$ cat src/rtl/cmd_rx_pkg.sv
package cmd_rx_pkg;
  typedef struct packed {
    logic bcast;
    logic match;
    logic perr;
  } cmd_flags_t;
endpackage

$ cat src/rtl/cmd_rx_shift.sv
module cmd_rx_shift #(
  parameter int BODY_MAX = 31,
  parameter int CNT_W    = 5
) (
  input  logic                clk,
  input  logic                rst,
  input  logic                sync_pulse,
  input  logic                bit_stb,
  input  logic                bit_val,
  input  logic [CNT_W-1:0]    body_len,
  output logic [BODY_MAX-1:0] sh,
  output logic                done
);
  logic             active;
  logic [CNT_W-1:0] cnt;

  always_ff @(posedge clk) begin
    if (rst) begin
      active <= 1'b0;
      cnt    <= '0;
      sh     <= '0;
      done   <= 1'b0;
    end else begin
      done <= 1'b0;
      if (sync_pulse) begin
        // sync wins over any strobe on the same edge
        active <= 1'b1;
        cnt    <= '0;
        sh     <= '0;
      end else if (active && bit_stb) begin
        sh <= {sh[BODY_MAX-2:0], bit_val};
        if (cnt == body_len - 1'b1) begin
          active <= 1'b0;
          done   <= 1'b1;
        end else begin
          cnt <= cnt + 1'b1;
        end
      end
    end
  end
endmodule

$ cat src/rtl/cmd_rx_decode.sv
module cmd_rx_decode
  import cmd_rx_pkg::*;
#(
  parameter int DATA_W = 16,
  parameter int DEST_W = 4,
  parameter int BC_N   = 3,
  parameter int TA_N   = 5
) (
  input  logic [BC_N+TA_N+DEST_W+DATA_W+2:0] sh,
  input  logic                               wide,
  input  logic [TA_N:0]                      local_addr,
  output logic [TA_N:0]                      addr,
  output logic [DEST_W-1:0]                  dest,
  output logic [DATA_W-1:0]                  data,
  output cmd_flags_t                         flags
);
  localparam int AB = DATA_W + DEST_W + 1;

  logic [TA_N-1:0] addr_n;
  logic [TA_N:0]   addr_w;
  logic [BC_N-1:0] bc_n;
  logic [BC_N:0]   bc_w;

  assign data   = sh[DATA_W:1];
  assign dest   = sh[DATA_W+DEST_W:DATA_W+1];
  assign addr_n = sh[AB +: TA_N];
  assign addr_w = sh[AB +: TA_N+1];
  assign bc_n   = sh[AB+TA_N +: BC_N];
  assign bc_w   = sh[AB+TA_N+1 +: BC_N+1];

  always_comb begin
    if (wide) begin
      addr        = addr_w;
      flags.bcast = &bc_w;
      flags.match = (addr_w == local_addr);
    end else begin
      addr        = {1'b0, addr_n};
      flags.bcast = &bc_n;
      flags.match = (addr_n == local_addr[TA_N-1:0]);
    end
    // bits above the body are cleared at sync, so the full-width xor is the body xor
    flags.perr = ~(^sh);
  end
endmodule

$ cat src/rtl/cmd_slot_rx.sv
module cmd_slot_rx
  import cmd_rx_pkg::*;
#(
  parameter int DATA_W = 16,
  parameter int DEST_W = 4,
  parameter int BC_N   = 3,
  parameter int TA_N   = 5
) (
  input  logic              clk,
  input  logic              rst,
  input  logic              wide_mode,
  input  logic [TA_N:0]     local_addr,
  input  logic              sync_pulse,
  input  logic              bit_stb,
  input  logic              bit_val,
  output logic              slot_end,
  output logic              cmd_valid,
  output logic              cmd_bcast,
  output logic              cmd_match,
  output logic              cmd_perr,
  output logic [TA_N:0]     cmd_addr,
  output logic [DEST_W-1:0] cmd_dest,
  output logic [DATA_W-1:0] cmd_data
);
  localparam int BODY_MAX = BC_N + TA_N + DEST_W + DATA_W + 3;
  localparam int CNT_W    = $clog2(BODY_MAX + 1);

  logic [BODY_MAX-1:0] sh;
  logic                done;
  logic [CNT_W-1:0]    body_len;
  logic [TA_N:0]       d_addr;
  logic [DEST_W-1:0]   d_dest;
  logic [DATA_W-1:0]   d_data;
  cmd_flags_t          d_flags;

  assign body_len = wide_mode ? CNT_W'(BODY_MAX) : CNT_W'(BODY_MAX - 2);

  cmd_rx_shift #(.BODY_MAX(BODY_MAX), .CNT_W(CNT_W)) u_shift (
    .clk(clk), .rst(rst), .sync_pulse(sync_pulse), .bit_stb(bit_stb),
    .bit_val(bit_val), .body_len(body_len), .sh(sh), .done(done)
  );

  cmd_rx_decode #(.DATA_W(DATA_W), .DEST_W(DEST_W), .BC_N(BC_N), .TA_N(TA_N)) u_dec (
    .sh(sh), .wide(wide_mode), .local_addr(local_addr),
    .addr(d_addr), .dest(d_dest), .data(d_data), .flags(d_flags)
  );

  always_ff @(posedge clk) begin
    if (rst) begin
      slot_end  <= 1'b0;
      cmd_valid <= 1'b0;
      cmd_bcast <= 1'b0;
      cmd_match <= 1'b0;
      cmd_perr  <= 1'b0;
      cmd_addr  <= '0;
      cmd_dest  <= '0;
      cmd_data  <= '0;
    end else begin
      slot_end  <= done;
      cmd_valid <= done && !d_flags.perr && (d_flags.match || d_flags.bcast);
      if (done) begin
        cmd_bcast <= d_flags.bcast;
        cmd_match <= d_flags.match;
        cmd_perr  <= d_flags.perr;
        cmd_addr  <= d_addr;
        cmd_dest  <= d_dest;
        cmd_data  <= d_data;
      end
    end
  end
endmodule

$ cat config.mk
export PLATFORM = sky130hd
export DESIGN_NAME = cmd_slot_rx
export DESIGN_NICKNAME = d
export VERILOG_FILES = /design/src/rtl/cmd_rx_pkg.sv /design/src/rtl/cmd_rx_shift.sv /design/src/rtl/cmd_rx_decode.sv /design/src/rtl/cmd_slot_rx.sv
export SDC_FILE = /design/constraint.sdc
export NUM_CORES = 1
export LEC_CHECK = 0
export ABC_AREA = 1
export CAP_MARGIN = 30
export CORE_UTILIZATION = 25
export DETAILED_ROUTE_END_ITERATION = 12
export DONT_BUFFER_PORTS = 1
export PLACE_DENSITY_LB_ADDON = 0.15
export SLEW_MARGIN = 0
export SYNTH_ARGS = -nofsm -noshare
export SYNTH_HDL_FRONTEND = slang
export SYNTH_SLANG_ARGS = --single-unit
$ cat constraint.sdc
create_clock -name clk -period 2 [get_ports clk]
set_input_delay 0.1 -clock clk [delete_from_list [all_inputs] [get_ports clk]]
set_output_delay 0.1 -clock clk [all_outputs]
set_load 0.05 [all_outputs]
Word level (Yosys, flattened, before mapping):

Cells that the tools add are included.

* bits in registers: 69
* latch bits: 0
* bits in writable memories: 0
* bits in read-only memories: 0
* input bits: 12
* output and inout bits: 31
* logic and storage cells: 40
* memories kept: 0

* add/sub/neg operators: 2
* multipliers: 0
* div/mod/pow operators: 0
* order comparisons: 0
* equal/unequal tests: 3
* shift operators: 0
* mux-type cells: 7
* bitwise logic cells: 3
* reductions and logical operators: 13

Operators with widths (number)
* $reduce_xor 31->1: 1
* $eq 5x5->1: 2
* $eq 6x6->1: 1
* $mux 6: 1
* $add 5x1->5 const B: 1
* $mux 1: 4
* $mux 2: 2
* $reduce_and 2->1: 2
* $reduce_and 4->1: 1
* $reduce_bool 2->1: 2
* $sub 3x2->4 const B: 1
* $logic_and 1x1->1: 3
* $not 1->1: 3
* $reduce_and 3->1: 1
* $reduce_or 3->1: 1
* $reduce_or 2->1: 1
* $logic_or 1x1->1: 1

Logic depth before layout (Yosys ltp):

Gate-level depths: netlist (run 1).

* word-level depth: 6
* gate-level depth with buffers: 14
* gate-level depth less buffers: 14

Modules after synthesis:

Synthesis (run 1) repeated with hierarchy kept, for this count alone.

* cell total of the unflattened synthesis: 641
* area, all modules: 3943.8 µm²

Modules (own cells, without submodules)
* cmd_rx_shift: instances 1, cells each 218, area an instance 1555.2 µm², seq. area each 760.7 µm²
* cmd_slot_rx: instances 1, cells each 192, area an instance 1277.5 µm², seq. area each 620.6 µm²
* cmd_rx_decode: instances 1, cells each 231, area an instance 1111.1 µm², seq. area each 0.0 µm²

Worst setup path before layout (run 1):

OpenSTA, ideal clock, no wires.

* kind: register to register
* start: reg u_shift.sh[26]
* end: reg cmd_perr
* setup time: 109 ps
* arrival time: 1325 ps
* required time: 1891 ps
* slack: 566 ps
* stages on the path, launching flop included: 12
* path buffers: 0
* period minus slack after synthesis: 1434 ps
* cell sequence: dfxtp_1 > ha_1 > xnor2_1 > nand3_1 > nand2_2 > inv_1 > nand2_1 > nand2_1 > nand2_1 > nand3_1 > nand2_1 > inv_1

* word-level cells in the longest chain between the ends: 2

Ends and longest elaborated chain
* from (decl): line cmd_rx_shift.sv:11 `output logic [BODY_MAX-1:0] sh,`
* from (signal assigned): line cmd_rx_shift.sv:31 `sh <= {sh[BODY_MAX-2:0], bit_val};`
* $reduce_xor 31->1: line cmd_rx_decode.sv:42 `flags.perr = ~(^sh);`
* $not 1->1: line cmd_rx_decode.sv:42
* to (signal assigned): line cmd_slot_rx.sv:64 `cmd_perr <= d_flags.perr;`
* to (decl): line cmd_slot_rx.sv:20 `output logic cmd_perr,`

Every way passes these cells.
A chain may end at the register's enable or synchronous reset.

Worst setup path after layout (run 1):

Same ends and word-level chain as after synthesis.

==> results.md, run 1 <==
* Crit Path Category: register to register
* Yosys top cell area share at 0.439
* Asr flop ratio synth at 0
* Max Slew Vio Count at 0
* Syn Inst Count at 454
* Area of the mapped netlist at 3150 um^2
* Grt total ovfl at 0
* RR Startpoint: u_shift.sh[26]
* Worst Tran Pin Value at 550 ps
* Worst-path clk slew at 50 ps
* Max FO, Critical Path at 5
* CP dominant cell by count: nand2_1
* Crit-path cells: ha_1 -> xnor2_1 -> nand3_1 -> nand2_2 -> inv_1 -> nand2_1 -> nand2_1 -> nand2_1 -> nand3_1 -> nand2_1 -> inv_1
* Fill count at 1,318
* # clock sinks at 69
* Distinct cells, synth at 28
* Crit path DAT at 1790 ps
* Placeable core region at 12,200 um^2
* Die Width at 114 um
* Max stage delay on crit path at 410 ps
* R2r worst-path depth at 11
* Hpwl dp at 5300 um
* Slowest-stage cell, CP: dfxtp_1
* CTS Buffer Depth at 2
* Final Critical Period at 1550 ps
* Worst Path Required at 2240 ps
* Seq pwr share at 0.444
* WL/cell at 11.6 um
* Total CTS buffers at 9
* I/O Buffers at 0
* Hold path start: wide_mode
* Gr usage total at 0.124
* Syn Nets at 468
* Worst vdd ir at 0.271 mV
* Tcrit/Tclk final at 0.777
* Commonest non-fill, non-tap cells in the layout: 138 x nand2_1, 69 x dfxtp_1, 56 x nor2_1
* Depth of the CTS H-tree at 3
* Rows at 40
* Commonest non-fill, non-tap cell in the layout: nand2_1
* Net Switching at 0.746 mW
* CP Capture Type: register
* Total power at 3.18 mW
* Boundary Pins at 43
* Syn avg cell area at 6.93 um^2
* Outcome: complete, no violations
* EDFF count, synth at 0
* Initial Utilization at 0.259
* Sw frac at 0.235
* Clock Power Share at 0.483
* Post-synthesis sequential area ratio at 0.439
* Vias at 2,726
* Max-Cap Viols at 0
* Dominant synthesized flop cell: dfxtp_1
* Final nets at 482
* Setup crit start: u_shift.sh[26]
* Share of post-route cells with drive strength above 1 at 0.110
* Endpoints failing hold at 0
* Root Buffer: clkbuf_16
* Yosys reg bits at 69
* Unrepaired setup endpoints after global routing: false
* DRT antenna net count at 0
* Fmax at 644 MHz
* Type of the worst min-delay path: primary input to register
* Post-Route Setup TNS at 0 ps
* Startpoint Class: register
* Vias in the first global route at 2,562
* Die area at 13,000 um^2
* Yosys warns at 0
* First-pass GRT wire length at 12,600 um
* Final Setup Violations at 0
* GPL Wtd Cong at 0.752
* Die height at 114 um
* Yosys top cell by area: dfxtp_1
* Worst Hold Depth at 3
* Pin count of the biggest net entering global routing at 30
* CTS tree: built
* 1st-iter DRT viols at 88
* Clk_lat worst skew at 330 ps
* WL final at 7410 um
* Post-route DRC at 0
* Leak at 1.68 nW
* Inserted Diodes at 0
* Post-Route Skew at 5.48 ps
* Detailed Routing Iterations Pass 1 at 4
* Power per cell area at 852 nW/um^2
* Internal power at 2.43 mW
* Main area contributors after synthesis: dfxtp_1 44%, nand2_1 16%, a211oi_1 6.9%
* Initial antenna violation count at 0
* # Post-CTS Setup Buffers at 0
* Area growth, synth to finish at 18.5%
* Vias per cell at 4.27
* Slew headroom at 0.633
* Gate power share at 0.072
[per-stage QoR]
| step | instances | worst slack, ps | utilization | cell area, um^2 | hold slack (ps) |
|---|---|---|---|---|---|
| final | 639 | 446 | 0.307 | 3730 | 29.6 |
| after global routing | 639 | 245 | 0.307 | 3730 | 56.9 |
| after CTS | 639 | 443 | 0.307 | 3730 | 21.9 |
| after detailed placement | 621 | 455 | 0.280 | 3400 | 173 |
| after global placement | 621 | 480 | 0.280 | 3400 | 172 |
| after floorplan | 454 | 566 | - | 3150 | 169 |
[per-layer routing]
| metal | up-vias | track usage | routed length, um |
|---|---|---|---|
| met1 | 1192 | 0.159 | 3700 |
| li1 | 1491 | - | - |
| met4 | 0 | 0.0597 | 127 |
| met2 | 36 | 0.192 | 3270 |
| met5 | - | 0 | 0 |
| met3 | 7 | 0.0312 | 315 |
[synth_stat cells (5+ instances only)]
| master | count |
|---|---|
| nand2_1 | 138 |
| dfxtp_1 | 69 |
| nor2_1 | 56 |
| a21oi_1 | 33 |
| inv_1 | 33 |
| a211oi_1 | 29 |
| o21ai_0 | 27 |
| inv_2 | 14 |
| clkbuf_1 | 8 |
| nand2_2 | 7 |
| nand3_1 | 5 |
| xnor2_1 | 5 |
[logic make-up after synthesis]
logic type                 Yosys count  synth area share
and+or+nand+nor                    213             0.268
AOI/OAI and AO/OA                   96             0.180
DFF                                 69             0.439
buffers and inverters               65            0.0803
xor gates and xnor gates             9            0.0251
adders and majority gates            2           0.00795
[worst max-delay path, delay by kind of cell (launching register included)]
family        cells  cell delay, ps
xor+xnor          1             180
flops             1             410
buf+inv           2              90
fa+ha+maj         1             270
simple gates      7             510
[state kept, by name (all words and copies together) (netlist names)]
name / flops
cmd_bcast: 1
u_shift.cnt: 5
slot_end: 1
cmd_perr: 1
u_shift.active: 1
cmd_data: 16
cmd_dest: 4
cmd_match: 1
u_shift.done: 1
cmd_addr: 6
u_shift.sh: 31
cmd_valid: 1
[path summary, 6_finish.rpt]
check | slack [ps] | endpoint
setup reg to reg | 450 | cmd_perr
setup / recovery | 450 | cmd_perr
hold reg to reg | 480 | u_shift.active
hold / removal | 30 | cmd_match
[cell type report]
class | instances | area [um^2] | share of cell area
well taps | 168 | 210 | 0.0564
repair buffers | 20 | 160 | 0.0430
multi-input cells | 320 | 1510 | 0.405
inverters | 48 | 180 | 0.0483
clock buffers | 13 | 280 | 0.0752
flip-flops and latches | 69 | 1380 | 0.370
clock inverters | 1 | 5.00 | 0.00134
[power groups by stage]
stage          registers, mW  logic (mW)  clock network [mW]
2_1_floorplan           1.44       0.182                   0
6_report                1.41       0.229                1.54
5_1_grt                 1.41       0.272                1.64
3_3_place_gp            1.44       0.220                   0
3_5_place_dp            1.44       0.225                   0
4_1_cts                 1.41       0.233                1.58
[repair_timing]
action	4_1_cts	5_1_grt
hold buffers	4	0
hold endpoints to repair	7	0
resized for setup	0	0
No activity file was read; power rests on OpenSTA's default activity.
==> run 2, diff against run 1 <==
==> constraint.sdc (replaced) <==
create_clock -name clk -period 1.32 [get_ports clk]
set_input_delay 0.066 -clock clk [delete_from_list [all_inputs] [get_ports clk]]
set_output_delay 0.066 -clock clk [all_outputs]
set_load 0.05 [all_outputs]
==> run 2 against run 1 <==
  * The run now ends with hold timing, setup timing left
  * Final cell count is 8.3% higher
  * Clock skew is 4.6 ps higher
  * Critical path depth did not move
  * Largest cell class unchanged
==> results.md, run 2 (synthesis results as in run 1) <==
* Internal power at 3.83 mW
* Detailed Routing Iterations Pass 1 at 4
* First-pass GRT wire length at 13,400 um
* Power per cell area at 1170 nW/um^2
* Hpwl dp at 5550 um
* Crit path DAT at 1620 ps
* DRT antenna net count at 0
* Worst Tran Pin Value at 516 ps
* Hold buffer count at CTS at 1
* WL final at 7740 um
* Seq pwr share at 0.433
* CP Capture Type: register
* I/O Buffers at 0
* CTS tree: built
* Gr usage total at 0.132
* Vias per cell at 4.25
* Worst hold slack at -205 ps
* Failing checks: hold timing, setup timing
* GPL Wtd Cong at 0.762
* Max-Cap Viols at 0
* Startpoint Class: register
* Root Buffer: clkbuf_16
* Util after Layout at 0.348
* Rows at 40
* Vias in the first global route at 2,889
* CP dominant cell by count: nand2_1
* Type of the worst min-delay path: primary input to register
* Die area at 13,000 um^2
* Die Width at 114 um
* Reg with most FFs: u_shift.sh
* Unrepaired setup endpoints after global routing: true
* Fill count at 1,330
* Max FFs per register at 31
* Post-Route Skew at 10.0 ps
* Placeable core region at 12,200 um^2
* Setup WS post-layout at -69.8 ps
* Leak at 1.96 nW
* Crit Path Category: register to register
* Endpoints failing hold at 6
* Max FO, Critical Path at 3
* Boundary Pins at 43
* Commonest non-fill, non-tap cell in the layout: nand2_1
* Initial Utilization at 0.259
* Clock Power Share at 0.486
* Post-Route Setup TNS at -106 ps
* Slew headroom at 0.656
* 1st-iter DRT viols at 101
* Area growth, synth to finish at 34.7%
* Delay-heaviest family, CP: simple AND/OR/NAND/NOR gates
* Outcome: finished with violations
* CTS Buffer Depth at 2
* Die height at 114 um
* Fmax at 720 MHz
* Pin count of the biggest net entering global routing at 50
* Clk_lat worst skew at 330 ps
* Final Critical Period at 1390 ps
* Initial antenna violation count at 0
* Worst-path clk slew at 60 ps
* Depth of the CTS H-tree at 3
* Worst Path Required at 1550 ps
* Net Switching at 1.12 mW
* Gate power share at 0.081
* Inserted Diodes at 0
* Share of post-route cells with drive strength above 1 at 0.269
* WL/cell at 11.2 um
* Max Slew Vio Count at 0
* Biggest regs: u_shift.sh: 31 flops, cmd_data: 16 flops, cmd_addr: 6 flops
* Grt total ovfl at 0
* Final nets at 534
* Slowest-stage cell, CP: dfxtp_4
* Total CTS buffers at 9
* Final Setup Violations at 2
* Sw frac at 0.227
* Tcrit/Tclk final at 1.05
* Vias at 2,940
* Commonest non-fill, non-tap cells in the layout: 136 x nand2_1, 70 x buf_4, 53 x nor2_1
* Buf+Inv Stages, Crit Path at 2
* Max stage delay on crit path at 350 ps
* Crit-path cells: ha_4 -> xnor2_4 -> inv_1 -> nand2_1 -> nand2_2 -> nand2_1 -> nand2_1 -> nand2_1 -> nand3_1 -> nand2_1 -> inv_1
* Post-route DRC at 0
* # clock sinks at 69
* Worst vdd ir at 0.716 mV
[run 2: cell types whose count changed in the layout (fill, tap and decap cells not counted), moves of 3 or more]
cell	before	now
nor2_2	0	3
dfxtp_1	69	46
dfxtp_2	0	22
nor2_1	56	53
clkbuf_1	0	3
dlygate4sd3_1	4	1
buf_4	16	70
[run 2: what timing repair did]
item | CTS | global route
pin swaps | 4 | 4
buffers inserted | 0 | 1
endpoints found under the setup margin | 2 | 6
resized for setup | 2 | 32
endpoints found under the hold margin | 7 | 6
[run 2: final timing paths]
kind                  start          end  slack, ps  cells after the start
max          u_shift.sh[26]     cmd_perr        -70                     11
min                     rst  cmd_addr[5]       -210                      1
max reg2reg  u_shift.sh[26]     cmd_perr        -70                     11
min reg2reg       cmd_match    cmd_match        460                      2
[run 2: routing by layer]
| metal | share of wire | GRT usage | wire (um) | vias to the layer above |
|---|---|---|---|---|
| met5 | 0 | 0 | 0 | - |
| met4 | 0.011 | 0.0468 | 83 | 0 |
| met3 | 0.045 | 0.0519 | 348 | 7 |
| met2 | 0.45 | 0.218 | 3500 | 40 |
| met1 | 0.49 | 0.156 | 3800 | 1289 |
| li1 | - | - | - | 1604 |
[run 2: final cells by class]
cell class | count | area (um^2) | area share
clock inverters | 1 | 30.0 | 0.00709
flip-flops and latches | 69 | 1410 | 0.333
inverters | 48 | 180 | 0.0425
multi-input cells | 320 | 1580 | 0.374
well taps | 168 | 210 | 0.0496
clock buffers | 14 | 264 | 0.0623
repair buffers | 72 | 556 | 0.131
[run 2: power groups by stage]
stage | registers (mW) | logic (mW) | clock network, mW
6_report | 2.14 | 0.399 | 2.41
2_1_floorplan | 2.18 | 0.279 | 0
3_5_place_dp | 2.18 | 0.389 | 0
4_1_cts | 2.14 | 0.394 | 2.50
5_1_grt | 2.15 | 0.468 | 2.59
3_3_place_gp | 2.18 | 0.383 | 0
[run 2: per-stage QoR]
stage / setup WS [ps] / cell area (um^2) / hold WS [ps] / instances / total power, mW
final: -69.8 / 4240 / -205 / 692 / 4.95
after global routing: -205 / 4240 / -226 / 692 / 5.21
after CTS: -60.7 / 4150 / -219 / 691 / 5.03
after detailed placement: -63.8 / 3850 / 140 / 675 / 2.57
after global placement: -46.1 / 3850 / 137 / 675 / 2.56
after floorplan: -4.55 / 3170 / 135 / 454 / 2.46
